[config.mk]
export PLATFORM = sky130hd
export DESIGN_NAME = ssu_top
export DESIGN_NICKNAME = d
export VERILOG_FILES = /design/src/rtl/ssu_pkg.sv /design/src/rtl/ssu_edge_detect.sv /design/src/rtl/ssu_shift_reg.sv /design/src/rtl/ssu_edge_counter.sv /design/src/rtl/ssu_top.sv
export SDC_FILE = /design/constraint.sdc
export NUM_CORES = 1
export LEC_CHECK = 0
export BUFFER_PORTS_ARGS = -buffer_cell sky130_fd_sc_hd__buf_2
export CAP_MARGIN = 5
export CORE_MARGIN = 3
export CORE_UTILIZATION = 35
export CTS_CLUSTER_DIAMETER = 50
export DETAILED_ROUTE_END_ITERATION = 10
export PLACE_DENSITY_LB_ADDON = 0.1
export SLEW_MARGIN = 10
export SYNTH_ARGS = -nofsm -noshare
export SYNTH_HDL_FRONTEND = slang
export SYNTH_HIERARCHICAL = 1
export SYNTH_SLANG_ARGS = --single-unit
[constraint.sdc]
create_clock -name clk -period 2.3 [get_ports clk]
set_input_delay 0.23 -clock clk [delete_from_list [all_inputs] [get_ports clk]]
set_output_delay 0.23 -clock clk [all_outputs]
set_load 0.02 [all_outputs]
[src/rtl/ssu_pkg.sv]
package ssu_pkg;

  typedef enum logic [1:0] {
    SRC_OFF = 2'd0,
    SRC_PIN = 2'd1,
    SRC_TMR = 2'd2,
    SRC_SW  = 2'd3
  } clk_src_e;

  typedef enum logic [1:0] {
    REG_DATA = 2'd0,
    REG_CNT  = 2'd1,
    REG_CTRL = 2'd2,
    REG_STAT = 2'd3
  } reg_sel_e;

  // control bit positions
  localparam int unsigned CB_PHASE = 2;
  localparam int unsigned CB_IE    = 3;
  localparam int unsigned CB_TGL   = 4;
  localparam int unsigned CB_MST   = 5;
  localparam int unsigned CB_STEP  = 6;
  // status bit positions
  localparam int unsigned SB_FLAG  = 0;
  localparam int unsigned SB_SCK   = 1;

  typedef struct packed {
    logic     master;
    logic     irq_en;
    logic     late_phase;
    clk_src_e src;
  } ctrl_t;

endpackage

[src/rtl/ssu_edge_detect.sv]
module ssu_edge_detect #(
  parameter int unsigned SYNC_STAGES = 2
) (
  input  logic clk,
  input  logic rst_n,
  input  logic pin_i,
  input  logic int_lvl_i,
  input  logic use_int_i,
  output logic rise_o,
  output logic fall_o
);

  logic [SYNC_STAGES-1:0] sync_q;
  logic                   prev_q;
  logic                   lvl;

  always_ff @(posedge clk or negedge rst_n) begin
    if (!rst_n) begin
      sync_q <= '0;
      prev_q <= 1'b0;
    end else begin
      sync_q <= {sync_q[SYNC_STAGES-2:0], pin_i};
      prev_q <= lvl;
    end
  end

  // internal level (own clock output) needs no synchronizer
  assign lvl    = use_int_i ? int_lvl_i : sync_q[SYNC_STAGES-1];
  assign rise_o = lvl & ~prev_q;
  assign fall_o = ~lvl & prev_q;

  a_r3_single_edge: assert property (@(posedge clk) disable iff (!rst_n)
    $onehot0({rise_o, fall_o}));

endmodule

[src/rtl/ssu_shift_reg.sv]
module ssu_shift_reg #(
  parameter int unsigned DATA_W = 8
) (
  input  logic              clk,
  input  logic              rst_n,
  input  logic              load_i,
  input  logic [DATA_W-1:0] load_val_i,
  input  logic              sample_i,
  input  logic              launch_i,
  input  logic              sdi_i,
  output logic [DATA_W-1:0] data_o,
  output logic              sdo_o
);

  logic [DATA_W-1:0] sh_q;
  logic              out_q;

  function automatic logic [DATA_W-1:0] shift_in(input logic [DATA_W-1:0] cur,
                                                 input logic bit_in);
    return {cur[DATA_W-2:0], bit_in};
  endfunction

  always_ff @(posedge clk or negedge rst_n) begin
    if (!rst_n) begin
      sh_q  <= '0;
      out_q <= 1'b0;
    end else if (load_i) begin
      sh_q  <= load_val_i;
      out_q <= load_val_i[DATA_W-1];
    end else begin
      if (sample_i) sh_q <= shift_in(sh_q, sdi_i);
      if (sample_i && launch_i) out_q <= sh_q[DATA_W-2];
      else if (launch_i)        out_q <= sh_q[DATA_W-1];
    end
  end

  assign data_o = sh_q;
  assign sdo_o  = out_q;

  a_r3_msb_first: assert property (@(posedge clk) disable iff (!rst_n)
    (sample_i && !load_i) |=> (sh_q[DATA_W-1] == $past(sh_q[DATA_W-2])));

  a_r4_launch_holds_msb: assert property (@(posedge clk) disable iff (!rst_n)
    (launch_i && !sample_i && !load_i) |=> (sdo_o == $past(sh_q[DATA_W-1])));

  a_r9_load_wins: assert property (@(posedge clk) disable iff (!rst_n)
    load_i |=> (data_o == $past(load_val_i)));

endmodule

[src/rtl/ssu_edge_counter.sv]
module ssu_edge_counter #(
  parameter int unsigned CNT_W = 4
) (
  input  logic             clk,
  input  logic             rst_n,
  input  logic             adv_i,
  input  logic             wr_i,
  input  logic [CNT_W-1:0] wr_val_i,
  input  logic             clr_flag_i,
  output logic [CNT_W-1:0] cnt_o,
  output logic             flag_o,
  output logic             wrap_o
);

  logic [CNT_W-1:0] cnt_q;
  logic             flag_q;
  logic [CNT_W:0]   nxt;

  // carry out of the increment marks the wrap
  function automatic logic [CNT_W:0] step_count(input logic [CNT_W-1:0] c);
    return {1'b0, c} + {{CNT_W{1'b0}}, 1'b1};
  endfunction

  assign nxt    = step_count(cnt_q);
  assign wrap_o = adv_i && !wr_i && nxt[CNT_W];

  always_ff @(posedge clk or negedge rst_n) begin
    if (!rst_n) begin
      cnt_q  <= '0;
      flag_q <= 1'b0;
    end else begin
      if (wr_i)       cnt_q <= wr_val_i;
      else if (adv_i) cnt_q <= nxt[CNT_W-1:0];
      if (wrap_o)          flag_q <= 1'b1;
      else if (clr_flag_i) flag_q <= 1'b0;
    end
  end

  assign cnt_o  = cnt_q;
  assign flag_o = flag_q;

  a_r5_wrap_sets_flag: assert property (@(posedge clk) disable iff (!rst_n)
    (adv_i && !wr_i && (&cnt_q)) |=> (flag_o && cnt_o == '0));

  a_r5_flag_sticky: assert property (@(posedge clk) disable iff (!rst_n)
    (flag_o && !clr_flag_i) |=> flag_o);

  a_r9_count_write_wins: assert property (@(posedge clk) disable iff (!rst_n)
    wr_i |=> (cnt_o == $past(wr_val_i)));

endmodule

[src/rtl/ssu_top.sv]
module ssu_top
  import ssu_pkg::*;
#(
  parameter int unsigned DATA_W      = 8,
  parameter int unsigned CNT_W       = 4,
  parameter int unsigned SYNC_STAGES = 2
) (
  input  logic              clk,
  input  logic              rst_n,
  input  logic [1:0]        bus_addr,
  input  logic              bus_wr,
  input  logic [DATA_W-1:0] bus_wdata,
  output logic [DATA_W-1:0] bus_rdata,
  input  logic              sck_in,
  output logic              sck_out,
  input  logic              tmr_match,
  input  logic              sdi,
  output logic              sdo,
  output logic              irq
);

  localparam int unsigned CNT_PAD = DATA_W - CNT_W;

  ctrl_t            ctrl_q;
  logic             sck_q;
  logic             wr_data, wr_cnt, wr_ctrl, wr_stat;
  logic             step_pulse, tgl_pulse;
  logic             pin_rise, pin_fall;
  logic             smp, lau, cnt_adv;
  logic [DATA_W-1:0] data_q;
  logic [CNT_W-1:0] cnt_q;
  logic             flag_q, wrap_evt;

  assign wr_data    = bus_wr && (bus_addr == REG_DATA);
  assign wr_cnt     = bus_wr && (bus_addr == REG_CNT);
  assign wr_ctrl    = bus_wr && (bus_addr == REG_CTRL);
  assign wr_stat    = bus_wr && (bus_addr == REG_STAT);
  assign step_pulse = wr_ctrl && bus_wdata[CB_STEP];
  assign tgl_pulse  = wr_ctrl && bus_wdata[CB_TGL];

  always_ff @(posedge clk or negedge rst_n) begin
    if (!rst_n) begin
      ctrl_q <= '0;
      sck_q  <= 1'b0;
    end else begin
      if (wr_ctrl) begin
        ctrl_q.src        <= clk_src_e'(bus_wdata[1:0]);
        ctrl_q.late_phase <= bus_wdata[CB_PHASE];
        ctrl_q.irq_en     <= bus_wdata[CB_IE];
        ctrl_q.master     <= bus_wdata[CB_MST];
      end
      if (tgl_pulse)    sck_q <= ~sck_q;
      else if (wr_stat) sck_q <= bus_wdata[SB_SCK];
    end
  end

  ssu_edge_detect #(.SYNC_STAGES(SYNC_STAGES)) edge_i (
    .clk       (clk),
    .rst_n     (rst_n),
    .pin_i     (sck_in),
    .int_lvl_i (sck_q),
    .use_int_i (ctrl_q.master),
    .rise_o    (pin_rise),
    .fall_o    (pin_fall)
  );

  // clock source and phase routing
  always_comb begin
    smp     = 1'b0;
    lau     = 1'b0;
    cnt_adv = 1'b0;
    unique case (ctrl_q.src)
      SRC_PIN: begin
        smp     = ctrl_q.late_phase ? pin_fall : pin_rise;
        lau     = ctrl_q.late_phase ? pin_rise : pin_fall;
        cnt_adv = pin_rise | pin_fall;
      end
      SRC_TMR: begin
        smp     = tmr_match;
        lau     = tmr_match;
        cnt_adv = tmr_match;
      end
      SRC_SW: begin
        smp     = step_pulse;
        lau     = step_pulse;
        cnt_adv = step_pulse;
      end
      default: ;
    endcase
  end

  ssu_shift_reg #(.DATA_W(DATA_W)) shreg_i (
    .clk        (clk),
    .rst_n      (rst_n),
    .load_i     (wr_data),
    .load_val_i (bus_wdata),
    .sample_i   (smp),
    .launch_i   (lau),
    .sdi_i      (sdi),
    .data_o     (data_q),
    .sdo_o      (sdo)
  );

  ssu_edge_counter #(.CNT_W(CNT_W)) cnt_i (
    .clk        (clk),
    .rst_n      (rst_n),
    .adv_i      (cnt_adv),
    .wr_i       (wr_cnt),
    .wr_val_i   (bus_wdata[CNT_W-1:0]),
    .clr_flag_i (wr_stat && bus_wdata[SB_FLAG]),
    .cnt_o      (cnt_q),
    .flag_o     (flag_q),
    .wrap_o     (wrap_evt)
  );

  always_comb begin
    bus_rdata = '0;
    unique case (bus_addr)
      REG_DATA: bus_rdata = data_q;
      REG_CNT:  bus_rdata = {{CNT_PAD{1'b0}}, cnt_q};
      REG_CTRL: begin
        bus_rdata[1:0]      = ctrl_q.src;
        bus_rdata[CB_PHASE] = ctrl_q.late_phase;
        bus_rdata[CB_IE]    = ctrl_q.irq_en;
        bus_rdata[CB_MST]   = ctrl_q.master;
      end
      default: begin
        bus_rdata[SB_FLAG] = flag_q;
        bus_rdata[SB_SCK]  = sck_q;
      end
    endcase
  end

  assign sck_out = sck_q;
  assign irq     = flag_q & ctrl_q.irq_en;

  a_r10_off_holds_count: assert property (@(posedge clk) disable iff (!rst_n)
    (ctrl_q.src == SRC_OFF && !wr_cnt) |=> $stable(cnt_q));

  a_r10_off_holds_data: assert property (@(posedge clk) disable iff (!rst_n)
    (ctrl_q.src == SRC_OFF && !wr_data) |=> $stable(data_q));

  a_r8_toggle_flips: assert property (@(posedge clk) disable iff (!rst_n)
    tgl_pulse |=> (sck_out != $past(sck_out)));

  a_r5_irq_needs_wrap: assert property (@(posedge clk) disable iff (!rst_n)
    $rose(irq) |-> ($past(wrap_evt) || $rose(ctrl_q.irq_en)));

endmodule

* Word-level counts from Yosys, hierarchy flattened
Cells that the tools add are included.
** Storage, ports and cells
- Flip-flop bits (word level) :: 23
- Latch bits :: 0
- Bits in writable memories :: 0
- Bits in read-only memories :: 0
- Bits of input ports :: 16
- Output and inout port bits :: 11
- Word-level logic and storage cells :: 64
- Memories kept :: 0
** Cells by class
- $add $sub $neg :: 1
- $mul :: 0
- Divide/modulo/power cells :: 0
- Order comparisons :: 0
- Equal/unequal tests :: 6
- Shift-type cells :: 0
- Multiplexer cells :: 22
- Bitwise logic cells :: 7
- Reduce and logical (&&, ||, !) cells :: 17
** Operators by type and width (count)
- $mux 8 :: 2
- $pmux 2 s3 :: 2
- $mux 1 :: 11
- $logic_and 1x1->1 :: 10
- $pmux 1 s3 :: 3
- $eq 2x2->1 const B :: 4
- $mux 4 :: 2
- $reduce_bool 2->1 :: 4
- $add 4x1->5 const B :: 1
- $eq 2x1->1 const B :: 2
- $and 1x1->1 :: 3
- $not 1->1 :: 3
- $reduce_bool 3->1 :: 1
- $logic_not 2->1 :: 1
- $mux 2 :: 1
- $pmux 1 s2 :: 1
- $logic_not 1->1 :: 1
- $or 1x1->1 :: 1

* Longest topological paths before layout
- Depth after elaboration :: 8
- Depth in mapped cells :: 7
- Mapped depth without buffers :: 7

* Hierarchy
Netlist, hierarchy kept.
** Modules (own cells, without submodules)
- ssu_top :: times used 1, cells each 49, area each 529.3 um2, sequential area each 150.1 um2
- ssu_shift_reg :: times used 1, cells each 40, area each 435.4 um2, sequential area each 225.2 um2
- ssu_edge_counter :: times used 1, cells each 24, area each 251.5 um2, sequential area each 125.1 um2
- ssu_edge_detect :: times used 1, cells each 7, area each 98.8 um2, sequential area each 75.1 um2

* Worst setup path before layout
OpenSTA, ideal clock, no wires.
- Kind :: reg2reg
- Start :: reg sck_q, in the netlist sck_out
- End :: reg cnt_i.cnt_q[3], in the netlist cnt_i/cnt_o[3]
- Library setup time :: 0.125 ns
- Arrival :: 1.818 ns
- Data required time :: 2.175 ns
- Path slack :: 0.357 ns
- Stages on the path, launching flop included :: 8
- Buffers on the path :: 0
- Clock period less this slack :: 1.943 ns
- Cell sequence :: dfrtp_1 > mux2i_1 > and2_1 > nor2_1 > o211ai_1 > nand4_2 > xnor2_1 > mux2_2
** On the way
- Cells in the longest elaborated chain, start to end :: 6
- Elaborated cells between the ends (all ways) :: 7
- Classes of those cells :: mux (2); bitwise (4); reduce/logical (1)
** RTL lines
- start: declaration :: line ssu_top.sv:25 : logic sck_q;
- start signal: assignment :: line ssu_top.sv:52 : if (tgl_pulse) sck_q <= ~sck_q;
- start signal: assignment :: line ssu_top.sv:53 : else if (wr_stat) sck_q <= bus_wdata[SB_SCK];
- $mux 1 :: line ssu_edge_detect.sv:28 : assign lvl = use_int_i ? int_lvl_i : sync_q[SYNC_STAGES-1];
- $not 1->1 :: line ssu_edge_detect.sv:30 : assign fall_o = ~lvl & prev_q;
- $and 1x1->1 :: line ssu_edge_detect.sv:30
- net pin_fall :: line ssu_top.sv:28 : logic pin_rise, pin_fall;
- $or 1x1->1 :: line ssu_top.sv:76 : cnt_adv = pin_rise | pin_fall;
- $pmux 1 s3 :: line ssu_top.sv:72 : unique case (ctrl_q.src)
- net cnt_adv :: line ssu_top.sv:29 : logic smp, lau, cnt_adv;
- $reduce_bool 2->1 (no line)
- end signal: assignment :: line ssu_edge_counter.sv:32 : if (wr_i) cnt_q <= wr_val_i;
- end signal: assignment :: line ssu_edge_counter.sv:33 : else if (adv_i) cnt_q <= nxt[CNT_W-1:0];
- end: declaration :: line ssu_edge_counter.sv:15 : logic [CNT_W-1:0] cnt_q;
The timed path passes the listed nets, and every way through them passes these cells.
A chain may end at the register's enable or synchronous reset.

* Worst setup path in the final report
- Start :: reg sck_q, in the netlist sck_out
- End :: reg shreg_i.out_q, in the netlist shreg_i/sdo_o
** On the way
- Cells in the longest elaborated chain, start to end :: 8
- Elaborated cells between the ends (all ways) :: 12
- Classes of those cells :: mux (7); bitwise (3); reduce/logical (2)
** RTL lines
- $mux 1 (*) :: line ssu_edge_detect.sv:28
- $not 1->1 (*) :: line ssu_edge_detect.sv:30
- $and 1x1->1 (*) :: line ssu_edge_detect.sv:30
- net pin_fall :: line ssu_top.sv:28
- $mux 1 (*) :: line ssu_top.sv:74 : smp = ctrl_q.late_phase ? pin_fall : pin_rise;
- $pmux 1 s3 (*) :: line ssu_top.sv:72
- net smp :: line ssu_top.sv:29
- $logic_and 1x1->1 (*) :: line ssu_shift_reg.sv:32 : if (sample_i && launch_i) out_q <= sh_q[DATA_W-2];
- $mux 1 :: line ssu_shift_reg.sv:32
- $mux 1 :: line ssu_shift_reg.sv:27 : end else if (load_i) begin
- end signal: assignment :: line ssu_shift_reg.sv:29 : out_q <= load_val_i[DATA_W-1];
- end signal: assignment :: line ssu_shift_reg.sv:32
- end signal: assignment :: line ssu_shift_reg.sv:33 : else if (launch_i) out_q <= sh_q[DATA_W-1];
- end: declaration :: line ssu_shift_reg.sv:16 : logic out_q;
The timed path passes the listed nets; every way through them passes the cells marked *.

==> summary.md <==
| Metric | Value |
|---|---|
| N_diodes | `0` |
| DR vias | `957` |
| FF-to-FF Start | `sck_out$_DFFE_PN0P_` |
| Clock slew at reported path FFs | `90 ps` |
| Via/cell ratio | `4.96` |
| DRC Markers | `0` |
| Syn Std Cell Area | `0.00131 mm²` |
| CP max FO | `8` |
| Avg Inst Size Synth | `11.0 µm²` |
| CTS root buffer | `clkbuf_8` |
| Share of cells above drive strength 1 | `34.0%` |
| Worst Hold Path EP | `edge_i/sync_q[0]$_DFF_PN0_` |
| Layout overhead on the synthesized area | `16.7%` |
| RSZ-0062 raised after global routing | `no` |
| Yosys synthesis warning count | `6` |
| Die W | `67.2 µm` |
| Final Critical Period | `1860 ps` |
| Hpwl dp | `2.18 mm` |
| Worst Reg-to-Reg Cells | `7` |
| Worst Path Required | `2450 ps` |
| Hold path cells | `1` |
| H-tree Lvls | `1` |
| Final hold vios | `0` |
| Post-CTS setup buffer count | `0` |
| Final Non-Filler Cells | `193` |
| Largest net degree at the start of global routing | `24` |
| Clock sink total | `23` |
| Critical path class | `flop to flop` |
| Syn nets | `136` |
| TritonCTS clock tree | `yes` |
| PortBufs | `26` |
| Remaining global-route overflow | `0` |
| Total CTS buffers | `3` |
| MaxCap Viol Count | `0` |
| FF-to-FF End | `shreg_i/sdo_o$_DFFE_PN0P_` |
| Slew margin rel. | `64.1%` |
| Placer Congestion | `0.766` |
| Vias in the first global route | `933` |
| CORE AREA | `0.00347 mm²` |
| Critical path data arrival time | `2010 ps` |
| GRT Total Usage | `14.0%` |
| Pwr Density | `962 mW/mm²` |
| Syn Inst Count | `119` |
| Final setup fails | `0` |
| Clock Skews | `7.73 ps` |
| Crit. End Element | `flop` |
| Initial cell density of the core | `37.8%` |
| Initial DRC count | `55` |
| Worst R2R Setup Slack | `440 ps` |
| Die ar. | `0.00452 mm²` |
| Peak VDD IR | `452 µV` |
| Max Clock Freq | `537 MHz` |
| Die Height | `67.2 µm` |
| Cells after DPL | `188` |
| Worst-Margin Slew | `539 ps` |
| Final-stage net count | `165` |
| Wire per inst | `14.8 µm` |
| Final setup TNS | `0 ps` |
| Hold wc startpoint | `sck_in` |
| Worst setup path startpoint | `sck_out$_DFFE_PN0P_` |
| Clock insertion delay at the later pin of the skew report | `270 ps` |
| Post-DRT Antenna Nets | `0` |
| Static Leakage | `0.705 nW` |
| Clock Path Buffers | `2` |
| Status | `finished clean` |
| Rows | `21` |
| First-pass GRT wire length | `4.66 mm` |
| Final WL | `2.85 mm` |
| Io pins | `27` |
| Initial antenna violation count | `0` |
| Final worst path period share | `80.9%` |
| First-pass DRT Iterations | `4` |
| Worst min-delay path class | `input port to flop` |
| Pins over their slew limit | `0` |
| Critical Path Start Type | `flop` |
-- how the worst max path moves through the flow --
| stage | slack (ps) | end | depth (start not counted) |
|---|---|---|---|
| after floorplan | 360 | cnt_i/cnt_o[3]$_DFFE_PN0P_ | 7 |
| after CTS | 420 | shreg_i/sdo_o$_DFFE_PN0P_ | 7 |
| final | 440 | shreg_i/sdo_o$_DFFE_PN0P_ | 7 |
| after global placement | 500 | cnt_i/cnt_o[3]$_DFFE_PN0P_ | 7 |
| after global routing | 260 | shreg_i/data_o[7]$_DFFE_PN0P_ | 7 |
| after detailed placement | 430 | shreg_i/sdo_o$_DFFE_PN0P_ | 7 |
-- critical path: stages (launching register included) --
cell and delay (ps):
dfrtp_1 440, mux2i_1 220, and2_1 190, mux2i_1 80, o211ai_1 190, buf_4 220, mux2i_1 290, o211ai_2 120
-- metrics by stage --
| step | util (%) | power [mW] | setup WS (ps) | hold WS [ps] | area, µm² |
|---|---|---|---|---|---|
| after floorplan | - | 1.06 | 357 | -65.6 | 1310 |
| after CTS | 44.1 | 1.49 | 422 | 61.5 | 1530 |
| final | 44.1 | 1.47 | 439 | 69.4 | 1530 |
| after detailed placement | 42.5 | 1.23 | 433 | 243 | 1470 |
| after global placement | 42.5 | 1.22 | 499 | 244 | 1470 |
| after global routing | 44.1 | 1.58 | 259 | 56.0 | 1530 |
-- state kept, by name, summed over array words and instances, names as in the netlist --
signal / flops
cnt_i/cnt_o: 4
cnt_i/flag_o: 1
ctrl_q: 5
edge_i/prev_q: 1
edge_i/sync_q: 2
sck_out: 1
shreg_i/data_o: 8
shreg_i/sdo_o: 1
-- report_power, final --
group	internal (mW)	total (mW)	switching, mW
Sequential	0.550	0.688	0.138
Combinational	0.264	0.531	0.267
Clock	0.121	0.254	0.133
Total	0.936	1.47	0.537
-- final cells by class --
| cell class | instances | area (µm²) |
|---|---|---|
| Inverter | 3 | 11.3 |
| Clock inverter | 1 | 5.00 |
| Fill cell | 351 | 1940 |
| Sequential cell | 23 | 576 |
| Timing Repair Buffer | 31 | 170 |
| Tap cell | 46 | 57.6 |
| Clock buffer | 3 | 41.3 |
| Multi-Input combinational cell | 86 | 669 |
-- placed cells by master (no fill, tap or decap), drive strengths merged --
| master | count |
|---|---|
| xor2 | 1 |
| inv | 3 |
| nor2b | 1 |
| nor2 | 4 |
| a21oi | 2 |
| nand4 | 4 |
| ha | 1 |
| or2 | 1 |
| and3b | 1 |
| and4 | 1 |
| dfrtp | 23 |
| and4b | 1 |
| nand2 | 14 |
| nor3 | 1 |
| o21ai | 12 |
| mux2i | 16 |
| clkbuf | 3 |
| or3b | 1 |
| and2 | 7 |
| buf | 30 |
| dlygate4sd3 | 1 |
| mux2 | 6 |
| nand3b | 1 |
| clkinv | 1 |
| mux4 | 2 |
| xnor2 | 2 |
| o22ai | 1 |
| o211ai | 4 |
| nand2b | 2 |
-- what timing repair did --
item / in CTS / in global routing
hold buffers: 1 / 0
hold endpoints to repair: 23 / 0
gates resized for setup: 0 / 0
-- routing by layer --
metal	GRT usage, %	vias to the layer above	wire length, µm
li1	-	475	-
met1	19.1	460	1360
met2	22.0	20	1320
met3	3.99	2	153
met4	3.04	0	14
met5	0	-	0
Power figures use the tool's default switching activity.
